--- src/rtl/pwl_sine_gen.sv ---
module pwl_sine_gen #(
  parameter int PW     = 24,
  parameter int SEG_W  = 5,
  parameter int POS_W  = 5,
  parameter int OFF_W  = 11,
  parameter int GAIN_W = 6
) (
  input  logic              clk,
  input  logic              rst,
  input  logic              en,
  input  logic [PW-1:0]     ftw,
  input  logic              tbl_we,
  input  logic [SEG_W-1:0]  tbl_idx,
  input  logic [OFF_W-1:0]  tbl_off,
  input  logic [GAIN_W-1:0] tbl_gain,
  output logic [OFF_W:0]    amp
);
  localparam int FOLD_W = SEG_W + POS_W;
  localparam int PH_W   = FOLD_W + 2;
  localparam int NSEG   = 1 << SEG_W;
  localparam int COLS   = POS_W + 1;
  localparam int SUM_W  = OFF_W + 2;
  localparam logic [SUM_W-1:0] MAXMAG = SUM_W'((1 << OFF_W) - 1);

  function automatic int wt(int i, int c);
    int e;
    e = i + c - POS_W;
    if (e >= 0) return 1 << e;
    else if (e == -1) return 1;
    else return 0;
  endfunction

  logic [PW-1:0] acc;
  always_ff @(posedge clk)
    if (rst) acc <= '0;
    else if (en) acc <= acc + ftw;

  wire [PH_W-1:0]   ph   = acc[PW-1 -: PH_W];
  wire [FOLD_W-1:0] fold = ph[FOLD_W] ? ~ph[FOLD_W-1:0] : ph[FOLD_W-1:0];

  logic [OFF_W-1:0]  off_mem  [NSEG];
  logic [GAIN_W-1:0] gain_mem [NSEG];
  always_ff @(posedge clk)
    if (tbl_we) begin
      off_mem[tbl_idx]  <= tbl_off;
      gain_mem[tbl_idx] <= tbl_gain;
    end

  logic [OFF_W-1:0]  s1_off;
  logic [GAIN_W-1:0] s1_gain;
  logic [POS_W-1:0]  s1_pos;
  logic              s1_sgn;
  always_ff @(posedge clk)
    if (rst) begin
      s1_off <= '0; s1_gain <= '0; s1_pos <= '0; s1_sgn <= 1'b0;
    end else begin
      s1_off  <= off_mem[fold[FOLD_W-1:POS_W]];
      s1_gain <= gain_mem[fold[FOLD_W-1:POS_W]];
      s1_pos  <= fold[POS_W-1:0];
      s1_sgn  <= ph[PH_W-1];
    end

  wire [COLS-1:0] col = {1'b0, s1_pos};
  logic [SUM_W-1:0] lin;
  always_comb begin
    lin = '0;
    for (int i = 0; i < GAIN_W; i++)
      for (int c = 0; c < COLS; c++)
        if (s1_gain[i] && col[c]) lin = lin + SUM_W'(wt(i, c));
  end

  wire [SUM_W-1:0] raw = {2'b00, s1_off} + lin;
  wire [OFF_W-1:0] sat = (raw > MAXMAG) ? MAXMAG[OFF_W-1:0] : raw[OFF_W-1:0];

  logic [OFF_W-1:0] mag_q;
  logic             s2_sgn;
  always_ff @(posedge clk)
    if (rst) begin
      mag_q <= '0; s2_sgn <= 1'b0;
    end else begin
      mag_q <= sat; s2_sgn <= s1_sgn;
    end

  logic [OFF_W:0] amp_q;
  always_ff @(posedge clk)
    if (rst) amp_q <= '0;
    else amp_q <= s2_sgn ? -{1'b0, mag_q} : {1'b0, mag_q};
  assign amp = amp_q;

  p_reset_clear_r1: assert property (@(posedge clk) rst |=> amp == '0);
  p_phase_step_r2: assert property (@(posedge clk) disable iff (rst)
    en |=> acc == $past(acc) + $past(ftw));
  p_phase_hold_r3: assert property (@(posedge clk) disable iff (rst)
    !en |=> $stable(acc));
  p_table_write_r6: assert property (@(posedge clk)
    tbl_we |=> off_mem[$past(tbl_idx)] == $past(tbl_off) && gain_mem[$past(tbl_idx)] == $past(tbl_gain));
  p_sign_follow_r9: assert property (@(posedge clk) disable iff (rst)
    (amp != '0) |-> amp[OFF_W] == $past(acc[PW-1], 3));
  p_no_full_neg_r9: assert property (@(posedge clk) disable iff (rst)
    amp != {1'b1, {OFF_W{1'b0}}});
endmodule

--- config.mk ---
export PLATFORM = sky130hd
export DESIGN_NAME = pwl_sine_gen
export DESIGN_NICKNAME = d
export VERILOG_FILES = /design/src/rtl/pwl_sine_gen.sv
export SDC_FILE = /design/constraint.sdc
export NUM_CORES = 1
export LEC_CHECK = 0
export BUFFER_PORTS_ARGS = -buffer_cell sky130_fd_sc_hd__clkbuf_2
export CAP_MARGIN = 20
export CORE_AREA = 4 4 224 226
export DETAILED_ROUTE_END_ITERATION = 6
export DIE_AREA = 0 0 228 230
export PLACE_DENSITY = 0.81
export SYNTH_ARGS = -nofsm -noshare
export SYNTH_HDL_FRONTEND = slang
export SYNTH_SLANG_ARGS = --single-unit
export TNS_END_PERCENT = 100
--- constraint.sdc ---
create_clock -name clk -period 21.2 [get_ports clk]
set_input_delay 4.24 -clock clk [delete_from_list [all_inputs] [get_ports clk]]
set_output_delay 4.24 -clock clk [all_outputs]
set_load 0.1 [all_outputs]
==> results.toml, run 1 <==
[outcome]
status = "finished, final reports clean"

[setup_path]
path_max_fanout = 25
crit_top_cell = "ha_1"
r2r_end = "mag_q[0]"
endpoint_kind = "flip-flop"
regToRegSetupSlack_ns = 8.64
crit_type = "flip-flop to flip-flop"
cp_slowest_cell = "dfxtp_1"
rr_startpoint = "s1_pos[3]"
critPathLaunchType = "flip-flop"
critPathMaxStageDelay_ns = 0.89
crit_arrival_ns = 13.01
r2r_cells = 52
critPathRequiredTime_ns = 21.65

[sta]
final.setup_skew_ns = 0.0479
slew_violations = 0
grt_setup_unrepaired = "false"
hold_viol = 0
fin_tns_setup_ns = 0
tightest_slew_ns = 1.06
period_needed_ns = 12.56
fmax_mhz = 79.6
layout_setup_ws_ns = 8.64
fin_crit_sh_pct = 59.3
timing.slew.headroom_pct = 28.7
final-setup-viol-count = 0
timing.hold.ws_ns = 0.475

[routing]
post_drt_wl_per_cell_um = 27.2
drtIter0Drc = 1673
num_vias = 15600
wirelength_mm = 66.5
drc = 0
antenna_left = 0
vias_per_cell = 6.38
dr.pass1.iters = 5

[layout]
finalNetCount = 1879
final_common_cell = "edfxtp_1"
layout_common_cells = "edfxtp_1 (544), mux4_2 (170), nand2_1 (117)"
fin_cells = 2449
drive_gt1_share_pct = 23.9
fillers = 3261
area_delta_synth_final_pct = 12.1

[yosys]
synthesis.nets = 1783
ys_warn_count = 0
syn_area_per_cell_um2 = 16.2
synth_cells = 1679
synth_edf_count = 544
seq_area_frac_synth_pct = 65.3
ys_seq_elements = 615
synthTopCellsByArea = "edfxtp_1 (60%), mux4_2 (14%), dfxtp_1 (5.2%)"
synth.distinct_cells = 90
synthArstFlopShare_pct = 0
yosys.area.top_type_share_pct = 60.1
synth_area_leader_cell = "edfxtp_1"
synthFlopType = "edfxtp_1"
synth_area_um2 = 27200

[clocking]
htree_num_levels = 2
cts.sinks = 615
cts_inserted_buffers = 60
hold_buffers = 0
cts_buffer_depth = 3
worstSkewPairLatency_ns = 0.66
ctsResizeCount = 0
root_buffer = "clkbuf_16"
cts_tree = "built"
cts_setup_buffers = 0
clk_pin_slew_ns = 0.06

[power]
peakVddDrop_v = 0.000101
p_per_area_nw_per_um2 = 106
power_mw = 3.25
p_int_mw = 2.32
sw_frac_of_total_pct = 28.6
p_comb_share_pct = 22.7
clockPowerShare_pct = 33.7
p_switching_mw = 0.927
p_seq_share_pct = 43.6
p_leak_nw = 10.3

[worst_hold_path]
min-delay-start = "acc[4]"
min_delay_path_depth = 2
hold_path.class = "flip-flop to flip-flop"
hold-path-endpoint = "acc[4]"

[placement]
routabilityCongestion = 0.852
dpl.hpwl_mm = 37.1
port_buffers = 61
dp.cells = 2334
dp_worst_setup_slack_ns = 8.64

[floorplanning]
dieWidth_um = 228
ios = 62
die_h_um = 230
core_region_area_um2 = 48300
start_util_pct = 56.2
dieArea_um2 = 52400
rows = 81

[global_routing]
grt_pass1_vias = 16000
grt_pass1_wl_mm = 100
grt_overflow_total = 0
gr-usage-met3_pct = 4.77
grt_max_degree = 72
track_usage_pct = 25.5
busiest_layer = "met2"
grt_use_met2_pct = 44.8
grt_use_met1_pct = 32.0
antenna_found_initial = 5

[run]
maxCapViolCount = 0
stage by stage:
| stage | area (µm²) | utilization (%) |
|---|---|---|
| floorplan | 27200 | - |
| global placement | 28500 | 58.9 |
| detailed placement | 28500 | 58.9 |
| CTS | 30500 | 63.0 |
| global route | 30500 | 63.0 |
| finish | 30500 | 63.1 |
how the worst max path moves through the flow:
stage,to,slack [ns],start,cells past startpoint
after detailed placement,mag_q[8],8.64,s1_pos[4],48
final,mag_q[0],8.64,s1_pos[3],52
after CTS,mag_q[8],8.55,s1_pos[4],48
after global placement,mag_q[1],9.11,s1_pos[3],47
after floorplan,mag_q[1],10.18,s1_pos[3],53
after global routing,mag_q[8],7.62,s1_pos[3],52
critical path: cells and delay by family (launching register included):
| kind | cells | cell delay (ns) |
|---|---|---|
| AO/OA/AOI/OAI | 15 | 3.10 |
| adder cells (fa/ha/maj) | 11 | 3.04 |
| AND/OR/NAND/NOR | 16 | 2.87 |
| XOR/XNOR | 6 | 1.75 |
| flip-flops | 1 | 0.89 |
| multiplexers | 2 | 0.53 |
| buffers and inverters | 2 | 0.15 |
Yosys cell counts (all sizes together), types with 5 or more instances:
cell type,instances
buf,10
nor4,6
o31ai,5
xor2,33
nor3,22
a21o,8
mux4,170
nand2,118
nand2b,10
nand3,30
edfxtp,544
a21boi,9
o21bai,5
o21ai,40
and3,14
a211oi,7
inv,45
nand3b,9
o21a,5
nor2b,11
a21oi,92
xnor2,58
or3,7
clkbuf,61
ha,52
nor2,120
o211ai,7
dfxtp,71
mux2,6
mux2i,21
nand4,11
and2,10
cell families after synthesis:
family / share of synthesized area [%]
and+or+nand+nor: 6.65
adders and majority gates: 2.54
xor gates and xnor gates: 3.57
buffers and inverters: 1.66
AOI/OAI and AO/OA: 5.05
muxes: 15.2
other: 0.0138
DFF: 65.3
cell type report:
| class | count | area [µm²] | area share, % |
|---|---|---|---|
| antenna | 2 | 5.00 | 0.0164 |
| clock buffer | 74 | 1560 | 5.13 |
| clock inverter | 38 | 454 | 1.49 |
| inverter | 46 | 173 | 0.566 |
| multi-input combinational | 947 | 9120 | 29.9 |
| sequential | 615 | 17800 | 58.3 |
| tap | 622 | 778 | 2.55 |
| timing repair buffer | 105 | 633 | 2.08 |
sequential cells by signal, indices dropped and copies added (netlist names):
name / flops
off_mem: 352
gain_mem: 192
acc: 24
amp: 12
mag_q: 11
s1_off: 11
s1_gain: 6
s1_pos: 5
s1_sgn: 1
s2_sgn: 1
metal layers:
| metal | wire, µm | up-vias | part of all wire, % |
|---|---|---|---|
| met1 | 24100 | 7935 | 36 |
| met3 | 5050 | 156 | 7.6 |
| met2 | 34800 | 761 | 52 |
| li1 | - | 6775 | - |
| met4 | 2540 | 4 | 3.8 |
| met5 | 23 | - | 0.035 |
power groups by stage:
stage,Sequential (mW),Clock (mW),Combinational (mW)
floorplan,1.44,0,0.527
global placement,1.44,0,0.713
detailed placement,1.44,0,0.730
CTS,1.41,1.10,0.745
global route,1.42,1.16,0.793
finish,1.41,1.09,0.738
(Power assumes the default switching activity.)
==> inputs of run 2 (changes only) <==
--- a/config.mk
+++ b/config.mk
@@ -5,11 +5,12 @@
 export SDC_FILE = /design/constraint.sdc
 export NUM_CORES = 1
 export LEC_CHECK = 0
+export ABC_AREA = 1
 export BUFFER_PORTS_ARGS = -buffer_cell sky130_fd_sc_hd__clkbuf_2
 export CAP_MARGIN = 20
-export CORE_AREA = 4 4 224 226
+export CORE_AREA = 4 4 226 228
 export DETAILED_ROUTE_END_ITERATION = 6
-export DIE_AREA = 0 0 228 230
+export DIE_AREA = 0 0 230 232
 export PLACE_DENSITY = 0.81
 export SYNTH_ARGS = -nofsm -noshare
 export SYNTH_HDL_FRONTEND = slang
==> constraint.sdc (replaced) <==
create_clock -name clk -period 11.9 [get_ports clk]
set_input_delay 2.38 -clock clk [delete_from_list [all_inputs] [get_ports clk]]
set_output_delay 2.38 -clock clk [all_outputs]
set_load 0.1 [all_outputs]
==> results.toml, run 2 <==
[outcome]
status = "finished with violations"
violations = "design-rule violations"

[yosys]
synthAdderAreaFrac_pct = 2.50
syn_area_per_cell_um2 = 11.7
synth_area_leader_cell = "edfxtp_1"
synthesis.nets = 2467
seq_area_frac_synth_pct = 64.3
synth_compound_area_share_pct = 10.8
synth.distinct_cells = 45
synth_cells = 2363
synthXorXnorAreaFrac_pct = 1.30
synthTopCellsByArea = "edfxtp_1 (59%), dfxtp_1 (5.1%), mux2i_1 (4.3%)"
synthSimpleGateAreaFrac_pct = 12.8
ys_seq_elements = 615
ys_warn_count = 0
synthArstFlopShare_pct = 0
yosysMostFrequentCell = "edfxtp_1"
synth_edf_count = 544
yosys.area.top_type_share_pct = 59.1
synth_area_um2 = 27600
synthTopCellsByCount = "edfxtp_1 (544), nor2_1 (301), nand2_1 (209)"
synthFlopType = "edfxtp_1"
synthMuxAreaShare_pct = 4.31
synth_top_family_by_area = "simple AND/OR/NAND/NOR gates"

[routing]
vias_per_cell = 5.98
drc = 3
post_drt_wl_per_cell_um = 20.3
dr.pass1.iters = 7
wirelength_mm = 63.3
drtIter0Drc = 2243
num_vias = 18700
antenna_left = 0

[clocking]
worstSkewPairLatency_ns = 0.63
cts_buffer_depth = 3
cts_inserted_buffers = 57
clk_pin_slew_ns = 0.07
ctsResizeCount = 0
cts_tree = "built"
root_buffer = "clkbuf_16"
cts.sinks = 615
htree_num_levels = 2
cts_setup_buffers = 0
hold_buffers = 0

[global_routing]
grt_pass1_wl_mm = 99.3
antenna_found_initial = 2
busiest_layer = "met2"
grt_overflow_total = 0
grt_max_degree = 117
grt_pass1_vias = 18600
gr-usage-met3_pct = 3.64
track_usage_pct = 23.4
grt_use_met2_pct = 40.2
grt_use_met1_pct = 30.6

[setup_path]
crit_end = "mag_q[9]"
r2r_end = "mag_q[9]"
critPathMaxStageDelay_ns = 0.44
path_max_fanout = 10
endpoint_kind = "flip-flop"
critPathRequiredTime_ns = 12.39
critPathTopFamily = "simple AND/OR/NAND/NOR gates"
crit_arrival_ns = 10.55
regToRegSetupSlack_ns = 1.85
r2r_cells = 61
crit_type = "flip-flop to flip-flop"
crit_top_cell = "nand2_1"
critPathLaunchType = "flip-flop"
worst-path-stages = 61
cp_slowest_cell = "dfxtp_1"
rr_startpoint = "s1_pos[4]"
crit_start = "s1_pos[4]"
path_buf_inv = 9

[sta]
grt_setup_unrepaired = "false"
tightest_slew_ns = 1.10
timing.slew.headroom_pct = 26.6
fin_tns_setup_ns = 0
hold_viol = 0
slew_violations = 0
final-setup-viol-count = 0
layout_setup_ws_ns = 1.85
fin_crit_sh_pct = 84.5
period_needed_ns = 10.05
final.setup_skew_ns = 0.0339
fmax_mhz = 99.5

[placement]
port_buffers = 61
routabilityCongestion = 0.831
dp_worst_setup_slack_ns = 1.92
dpl.hpwl_mm = 37.9

[layout]
drive_gt1_share_pct = 12.8
final_common_cell = "edfxtp_1"
largest_reg_flops = 352
diodes = 0
top_register = "off_mem"
finalNetCount = 2519
utilization_pct = 62.5
layout_common_cells = "edfxtp_1 (544), nor2_1 (285), nand2_1 (208)"
top_regs = "off_mem x352, gain_mem x192, acc x24"
area_delta_synth_final_pct = 10.6
fillers = 3613

[power]
p_seq_share_pct = 46.8
p_leak_nw = 11.6
p_per_area_nw_per_um2 = 173
sw_frac_of_total_pct = 29.7
p_comb_share_pct = 20.4
clockPowerShare_pct = 32.8
peakVddDrop_v = 0.000132
p_switching_mw = 1.57
p_int_mw = 3.71

[floorplanning]
core_region_area_um2 = 48800
dieWidth_um = 230
rows = 81
dieArea_um2 = 53400
ios = 62
die_h_um = 232
start_util_pct = 56.5

[worst_hold_path]
min_delay_path_depth = 2
hold_path.class = "flip-flop to flip-flop"

[run]
maxCapViolCount = 0
run 2: cell count changes in the layout (fill, tap and decap cells not counted), moves of 15 or more:
cell | previous run | this run
a21oi_1 | 90 | 68
inv_1 | 44 | 164
mux2i_1 | 19 | 119
mux4_2 | 170 | 0
nand2_1 | 117 | 208
nand2_2 | 0 | 39
nand3_1 | 30 | 135
nand3_2 | 0 | 27
nor2_1 | 87 | 285
o21ai_0 | 35 | 205
o221ai_1 | 1 | 119
o32ai_1 | 2 | 17
xnor2_1 | 50 | 10
run 2: power by group through the flow:
| stage | sequential [mW] | clock, mW | combinational (mW) |
|---|---|---|---|
| floorplan | 2.55 | 0 | 0.716 |
| global placement | 2.51 | 0 | 1.02 |
| detailed placement | 2.51 | 0 | 1.05 |
| CTS | 2.47 | 1.75 | 1.07 |
| global route | 2.48 | 1.85 | 1.19 |
| finish | 2.47 | 1.73 | 1.08 |
run 2: worst min-delay path by stage:
stage / slack [ns] / to / from
4_1_cts: 0.42 / s2_sgn / s1_sgn
2_1_floorplan: 0.39 / s2_sgn / s1_sgn
6_report: 0.42 / s2_sgn / s1_sgn
5_1_grt: 0.44 / s2_sgn / s1_sgn
3_3_place_gp: 0.40 / s2_sgn / s1_sgn
3_5_place_dp: 0.41 / s2_sgn / s1_sgn
run 2: cell type report:
cell class,count,area (µm²),area share [%]
Clock buffer,72,1500,4.92
Inverter,183,694,2.27
Multi-Input combinational cell,1452,8820,28.9
Timing Repair Buffer,106,673,2.20
Sequential cell,615,17800,58.1
Tap cell,664,831,2.72
Clock inverter,29,267,0.872
run 2: kinds of logic (layout without fill, tap and decap cells):
| logic type | after synthesis | in the layout |
|---|---|---|
| and+or+nand+nor | 769 | 769 |
| DFF | 615 | 615 |
| AOI/OAI and AO/OA | 468 | 468 |
| buffers and inverters | 296 | 390 |
| muxes | 119 | 119 |
| adders and majority gates | 54 | 54 |
| xor gates and xnor gates | 41 | 41 |
| other | 1 | 1 |
run 2: per-stage QoR:
step / hold WS (ns) / power (mW) / instances / cell area [µm²]
after floorplan: 0.388 / 3.26 / 2363 / 27600
after global placement: 0.398 / 3.53 / 3016 / 28700
after detailed placement: 0.405 / 3.57 / 3020 / 28800
after CTS: 0.419 / 5.29 / 3121 / 30600
after global routing: 0.443 / 5.51 / 3121 / 30600
final: 0.418 / 5.28 / 3121 / 30600
run 2: layer usage:
layer  wire length [µm]  share of wire [%]
met5                 27              0.043
met4               1780                2.8
met3               5410                8.6
met2              31100                 49
met1              25000                 39
run 2: tightest hold or removal path: stages, from the launching register on:
cell	delay (ns)
dfxtp_1	0.29
inv_1	0.05
nor2_1	0.03
